`config.mk`:
```
export PLATFORM = sky130hd
export DESIGN_NAME = cpu_fifo_port
export DESIGN_NICKNAME = d
export VERILOG_FILES = /design/src/rtl/cpu_fifo_pkg.sv /design/src/rtl/cpu_bus_sync.sv /design/src/rtl/cpu_strobe_decode.sv /design/src/rtl/cpu_byte_fifo.sv /design/src/rtl/cpu_fifo_port.sv
export SDC_FILE = /design/constraint.sdc
export NUM_CORES = 1
export LEC_CHECK = 0
export ABC_AREA = 1
export BUFFER_PORTS_ARGS = -buffer_cell sky130_fd_sc_hd__buf_2
export CORE_MARGIN = 2
export CORE_UTILIZATION = 30
export DETAILED_ROUTE_END_ITERATION = 10
export PLACE_DENSITY_LB_ADDON = 0.08
export SYNTH_ARGS = -nofsm -noshare
export SYNTH_HDL_FRONTEND = slang
export SYNTH_SLANG_ARGS = --single-unit
```
`constraint.sdc`:
```
create_clock -name clk_i -period 5.1 [get_ports clk_i]
set_input_delay 1.02 -clock clk_i [delete_from_list [all_inputs] [get_ports clk_i]]
set_output_delay 1.02 -clock clk_i [all_outputs]
set_load 0.02 [all_outputs]
```
`src/rtl/cpu_fifo_pkg.sv`:
```
package cpu_fifo_pkg;
  localparam int BUS_W = 8;
  localparam int ST_RX_AVAIL = 0;
  localparam int ST_TX_SPACE = 1;
  localparam int ST_SUSPEND = 2;
  localparam int ST_CONFIG = 3;

  typedef enum logic {
    SEL_DATA = 1'b0,
    SEL_CTRL = 1'b1
  } sel_e;

  typedef struct packed {
    logic             cs_n;
    sel_e             sel;
    logic [BUS_W-1:0] data;
  } bus_cap_t;
endpackage

```
`src/rtl/cpu_bus_sync.sv`:
```
module cpu_bus_sync #(
  parameter int W = 4,
  parameter int STAGES = 2,
  parameter logic [W-1:0] RST_VAL = '0
) (
  input  logic         clk_i,
  input  logic         rst_ni,
  input  logic [W-1:0] d_i,
  output logic [W-1:0] q_o
);
  logic [W-1:0] stg [STAGES];

  for (genvar s = 0; s < STAGES; s++) begin : g_stg
    if (s == 0) begin : g_first
      always_ff @(posedge clk_i or negedge rst_ni)
        if (!rst_ni) stg[s] <= RST_VAL;
        else         stg[s] <= d_i;
    end else begin : g_next
      always_ff @(posedge clk_i or negedge rst_ni)
        if (!rst_ni) stg[s] <= RST_VAL;
        else         stg[s] <= stg[s-1];
    end
  end

  assign q_o = stg[STAGES-1];
endmodule

```
`src/rtl/cpu_strobe_decode.sv`:
```
module cpu_strobe_decode
  import cpu_fifo_pkg::*;
(
  input  logic             clk_i,
  input  logic             rst_ni,
  input  logic             rd_s_i,
  input  logic             wr_s_i,
  input  bus_cap_t         bus_s_i,
  output logic             rx_pop_o,
  output logic             tx_push_o,
  output logic [BUS_W-1:0] tx_data_o,
  output logic             flush_req_o
);
  logic     rd_q, wr_q;
  bus_cap_t cap_q;
  logic     rd_rise, wr_rise;

  always_ff @(posedge clk_i or negedge rst_ni) begin
    if (!rst_ni) begin
      rd_q  <= 1'b1;
      wr_q  <= 1'b1;
      cap_q <= '{cs_n: 1'b1, sel: SEL_DATA, data: '0};
    end else begin
      rd_q <= rd_s_i;
      wr_q <= wr_s_i;
      // hold the fields seen while a strobe is active; use them at release
      if (!rd_s_i || !wr_s_i) cap_q <= bus_s_i;
    end
  end

  assign rd_rise = rd_s_i & ~rd_q;
  assign wr_rise = wr_s_i & ~wr_q;

  assign rx_pop_o    = rd_rise & ~cap_q.cs_n & (cap_q.sel == SEL_DATA);
  assign tx_push_o   = wr_rise & ~cap_q.cs_n & (cap_q.sel == SEL_DATA);
  assign flush_req_o = wr_rise & ~cap_q.cs_n & (cap_q.sel == SEL_CTRL);
  assign tx_data_o   = cap_q.data;

  assert_single_release_R9: assert property (@(posedge clk_i) disable iff (!rst_ni)
    rx_pop_o |=> !rx_pop_o);
endmodule

```
`src/rtl/cpu_byte_fifo.sv`:
```
module cpu_byte_fifo #(
  parameter int DEPTH = 16,
  parameter int W = 8
) (
  input  logic         clk_i,
  input  logic         rst_ni,
  input  logic         push_i,
  input  logic [W-1:0] wdata_i,
  input  logic         pop_i,
  output logic [W-1:0] rdata_o,
  output logic         full_o,
  output logic         empty_o
);
  localparam int AW = (DEPTH > 1) ? $clog2(DEPTH) : 1;
  localparam int CW = AW + 1;
  localparam logic [CW-1:0] DEPTH_C = CW'(DEPTH);

  logic [W-1:0]  mem [DEPTH];
  logic [AW-1:0] wptr, rptr;
  logic [CW-1:0] count;
  logic          do_push, do_pop;

  assign full_o  = (count == DEPTH_C);
  assign empty_o = (count == '0);
  assign do_push = push_i & ~full_o;
  assign do_pop  = pop_i & ~empty_o;
  assign rdata_o = mem[rptr];

  function automatic logic [AW-1:0] bump(input logic [AW-1:0] p);
    return (p == AW'(DEPTH - 1)) ? '0 : p + 1'b1;
  endfunction

  always_ff @(posedge clk_i) if (do_push) mem[wptr] <= wdata_i;

  always_ff @(posedge clk_i or negedge rst_ni) begin
    if (!rst_ni) begin
      wptr  <= '0;
      rptr  <= '0;
      count <= '0;
    end else begin
      if (do_push) wptr <= bump(wptr);
      if (do_pop)  rptr <= bump(rptr);
      count <= count + CW'(do_push) - CW'(do_pop);
    end
  end

  assert_fill_bound_R7: assert property (@(posedge clk_i) disable iff (!rst_ni)
    count <= DEPTH_C);
  assert_full_drop_R7: assert property (@(posedge clk_i) disable iff (!rst_ni)
    (full_o && push_i && !pop_i) |=> full_o);
  assert_empty_hold_R8: assert property (@(posedge clk_i) disable iff (!rst_ni)
    (empty_o && pop_i && !push_i) |=> empty_o);
endmodule

```
`src/rtl/cpu_fifo_port.sv`:
```
module cpu_fifo_port
  import cpu_fifo_pkg::*;
#(
  parameter int FIFO_DEPTH = 16,
  parameter int SYNC_STAGES = 2
) (
  input  logic             clk_i,
  input  logic             rst_ni,
  input  logic             cs_ni,
  input  logic             addr_i,
  input  logic             rd_ni,
  input  logic             wr_ni,
  input  logic [BUS_W-1:0] data_i,
  output logic [BUS_W-1:0] data_o,
  output logic             data_oe_o,
  input  logic             rx_wr_i,
  input  logic [BUS_W-1:0] rx_wdata_i,
  output logic             rx_full_o,
  input  logic             tx_rd_i,
  output logic [BUS_W-1:0] tx_rdata_o,
  output logic             tx_empty_o,
  input  logic             suspend_i,
  input  logic             configured_i,
  output logic             flush_o
);
  localparam int SW = BUS_W + 4;
  localparam logic [SW-1:0] SYNC_RST = {1'b1, 1'b0, {BUS_W{1'b0}}, 1'b1, 1'b1};

  logic [SW-1:0]    sync_q;
  bus_cap_t         bus_s;
  logic             rd_s, wr_s;
  logic             rx_pop, tx_push, flush_req;
  logic [BUS_W-1:0] tx_wdata, rx_head, status;
  logic             rx_empty, tx_full;

  cpu_bus_sync #(.W(SW), .STAGES(SYNC_STAGES), .RST_VAL(SYNC_RST)) u_sync (
    .clk_i, .rst_ni,
    .d_i ({cs_ni, addr_i, data_i, rd_ni, wr_ni}),
    .q_o (sync_q)
  );

  assign bus_s = bus_cap_t'(sync_q[SW-1:2]);
  assign rd_s  = sync_q[1];
  assign wr_s  = sync_q[0];

  cpu_strobe_decode u_dec (
    .clk_i, .rst_ni,
    .rd_s_i      (rd_s),
    .wr_s_i      (wr_s),
    .bus_s_i     (bus_s),
    .rx_pop_o    (rx_pop),
    .tx_push_o   (tx_push),
    .tx_data_o   (tx_wdata),
    .flush_req_o (flush_req)
  );

  cpu_byte_fifo #(.DEPTH(FIFO_DEPTH), .W(BUS_W)) u_rx (
    .clk_i, .rst_ni,
    .push_i  (rx_wr_i),
    .wdata_i (rx_wdata_i),
    .pop_i   (rx_pop),
    .rdata_o (rx_head),
    .full_o  (rx_full_o),
    .empty_o (rx_empty)
  );

  cpu_byte_fifo #(.DEPTH(FIFO_DEPTH), .W(BUS_W)) u_tx (
    .clk_i, .rst_ni,
    .push_i  (tx_push),
    .wdata_i (tx_wdata),
    .pop_i   (tx_rd_i),
    .rdata_o (tx_rdata_o),
    .full_o  (tx_full),
    .empty_o (tx_empty_o)
  );

  always_comb begin
    status              = '0;
    status[ST_RX_AVAIL] = ~rx_empty;
    status[ST_TX_SPACE] = ~tx_full;
    status[ST_SUSPEND]  = suspend_i;
    status[ST_CONFIG]   = configured_i;
  end

  assign data_oe_o = ~cs_ni & ~rd_ni;
  assign data_o    = (sel_e'(addr_i) == SEL_CTRL) ? status
                   : (rx_empty ? '0 : rx_head);

  always_ff @(posedge clk_i or negedge rst_ni)
    if (!rst_ni) flush_o <= 1'b0;
    else         flush_o <= flush_req;

  assert_flush_pulse_R5: assert property (@(posedge clk_i) disable iff (!rst_ni)
    flush_o |=> !flush_o);
endmodule

```
==> flow_summary.ini <==
[synth]
yosys.area.top_type_share = 0.594
synth-edff-count = 256
synth_seq_cells = 319
yosysTopAreaCell = edfxtp_1
synth.avg_cell_area_sq_um = 12.1
ys_seq_area_frac = 0.716
yosys_warnings = 0
synthCells = 1066
synth_flop_cell = edfxtp_1
yosys-top-cells-area = edfxtp_1 59%, dfrtp_1 10%, nand2_1 5.7%
ys_types = 30
netlist_area_sq_um = 12900
syn_nets = 1116
synth-async-reset-ratio = 0.197

[sta]
final.setup_skew_ps = 23.1
final_max_slew_viol_count = 0
tightestPinTransition_ps = 1040
setup_viol = 0
min_period_over_period = 0.745
fin_setup_tns_ps = 0
relSlewSlack = 0.306
fmax_ghz = 0.263
finalHoldViolations = 0
period_needed_ps = 3800
rsz0062_at_grt = false

[critical_path]
end_kind = output pin
rrSetupSlack_ps = 2350
rr_endpoint = u_tx.count[4]$_DFF_PN0_
ff2ff_path_depth = 12
path_max_fanout = 40
arrival_ps = 2780
path_cells = inv_2, buf_4, nand2_1, nand3_1, nand2_1, nor2_1, nand2_1, a21oi_1, buf_2
r2r-start = u_tx.count[3]$_DFF_PN0_
path_buf_inv = 3
worst-setup-path-type = flip-flop to output pin
cpPeakStageDelay_ps = 520
required_ps = 4080
cp_top_family = buffers and inverters
cp_common_cell = nand2_1
slowest_stage = buf_4
crit_path_start_kind = flip-flop

[clock_network]
postCtsHoldBufs = 0
post_cts_resized = 0
h-tree-depth = 2
post_cts.repair.setup_buffers = 0
cts_tree = done
tritoncts.num_buffers = 38
insertion_delay_ps = 560
root_buffer = clkbuf_16
clkSinkCount = 319
clockBufferDepth = 3
clkSlewWorstSetupHoldPaths_ps = 50

[min_path]
worst_hold_path.endpoint = u_sync.q_o[4]$_DFF_PN0_
worstHoldPathCells = 0
hold_path.startpoint = u_sync.stg[16]$_DFF_PN0_
min_path_type = flip-flop to flip-flop

[route]
drt-total-wl_um = 31400
vias = 7675
drc = 0
wl_per_cell_um = 18.6
dr.pass1.iters = 6
vias_per_cell = 4.55
drt_iter0_markers = 436
postRouteAntennaNets = 0

[floorplanning]
pin_count = 46
die_x_um = 212
design.die.area_sq_um = 44800
coreArea_sq_um = 42800
dieHeight_um = 212
fp-row-count = 76
start_util = 0.303

[finish]
final_util = 0.347
area_growth_pct = 14.8
drive_above_1_share = 0.118
fillers = 4292
final_common_cell = edfxtp_1
diodes = 0
layout_common_cells = 256 x edfxtp_1, 195 x nand2_1, 176 x nor2_1
nets = 1163

[placed_design]
routabilityCongestion = 0.722
port_buffers = 45
dpl.hpwl_um = 19700

[global_routing]
antenna_found_initial = 0
grt_pass1_vias = 7771
track_usage = 0.145
grt_max_degree = 68
grt-ovfl-total = 0
grt_pass1_wl_um = 48500

[power]
p_leak_nw = 5.52
max-vdd-ir-drop_mv = 0.246
power.density_nw_per_um2 = 551
total_power_mw = 8.19

[status]
status = complete, no violations

[job]
maxCapViolCount = 0
==> worst max-delay path by stage <==
stage	start	endpoint	slack, ps	depth (start not counted)
global route	u_rx.rptr[0]$_DFFE_PN0P_	data_o[7]	1060	9
finish	u_rx.rptr[0]$_DFFE_PN0P_	data_o[7]	1300	9
detailed placement	u_rx.rptr[0]$_DFFE_PN0P_	data_o[7]	1780	7
floorplan	addr_i	data_o[4]	2560	3
CTS	u_rx.rptr[0]$_DFFE_PN0P_	data_o[7]	1190	7
global placement	u_rx.rptr[0]$_DFFE_PN0P_	data_o[7]	1800	9
==> routing by layer <==
layer,global-route usage,share of wire
met5,0,0
met4,0.0469,0.021
met3,0.0260,0.034
met2,0.250,0.50
met1,0.186,0.45
==> final cells by class <==
cell class	instances	area, sq um	share of cell area
multi-input combinational	649	3220	0.217
sequential	319	9280	0.624
clock inverter	24	186	0.0125
clock buffer	45	1020	0.0685
timing repair buffer	52	278	0.0187
tap	546	683	0.0460
inverter	53	199	0.0134
==> flip-flops by register name, summed over array words and instances, names as in the netlist <==
register,cells
u_dec.wr_q,1
u_tx.rptr,4
u_sync.stg,12
u_dec.tx_data_o,8
flush_o,1
u_rx.count,5
u_rx.mem,128
u_rx.rptr,4
u_dec.rd_q,1
u_dec.cap_q,2
u_sync.q_o,12
u_tx.wptr,4
u_rx.wptr,4
u_tx.mem,128
u_tx.count,5
==> cells in the mapped netlist, types with 9 or more instances <==
cell      number
a21oi_1       10
buf_2         23
buf_4         11
dfrtp_1       54
dfstp_2        9
edfxtp_1     256
ha_1          22
inv_1         46
mux2i_1       10
nand2_1      195
nand3_1       70
nor2_1       176
o211ai_1      19
o21ai_0       87
o21ai_1       14
o22ai_1       10
xor2_1        11
==> metrics by stage <==
stage	hold slack, ps	instance area (sq um)	instances	setup WS, ps
2_1_floorplan	331	12900	1066	2560
5_1_grt	341	14900	1688	1060
4_1_cts	338	14900	1688	1190
3_3_place_gp	335	13700	1619	1800
3_5_place_dp	337	13700	1619	1780
6_report	341	14900	1688	1300
==> cells by family after synthesis <==
kind of cell    synth area share
flops                      0.716
mux                       0.0147
compound gates            0.0605
buf+inv                   0.0350
fa+ha+maj                 0.0244
xor+xnor                 0.00947
simple gates               0.140
==> where the power goes <==
group | leakage (nW) | internal, mW | switching, mW
combinational | 1.88 | 0.717 | 1.53
sequential | 3.04 | 3.06 | 0.271
clock | 0.600 | 1.53 | 1.08
total | 5.52 | 5.31 | 2.88
==> worst register-to-register path, cell delays in order, from the launching register on <==
cell     delay, ps
dfrtp_1        390
inv_1           80
ha_1           190
nand4_1        270
nand2_1        160
inv_1          160
ha_1           320
inv_1           60
ha_1           160
inv_1           60
fa_1           430
o21ai_0        230
xor2_1         170
No activity file was read; power rests on OpenSTA's default activity.
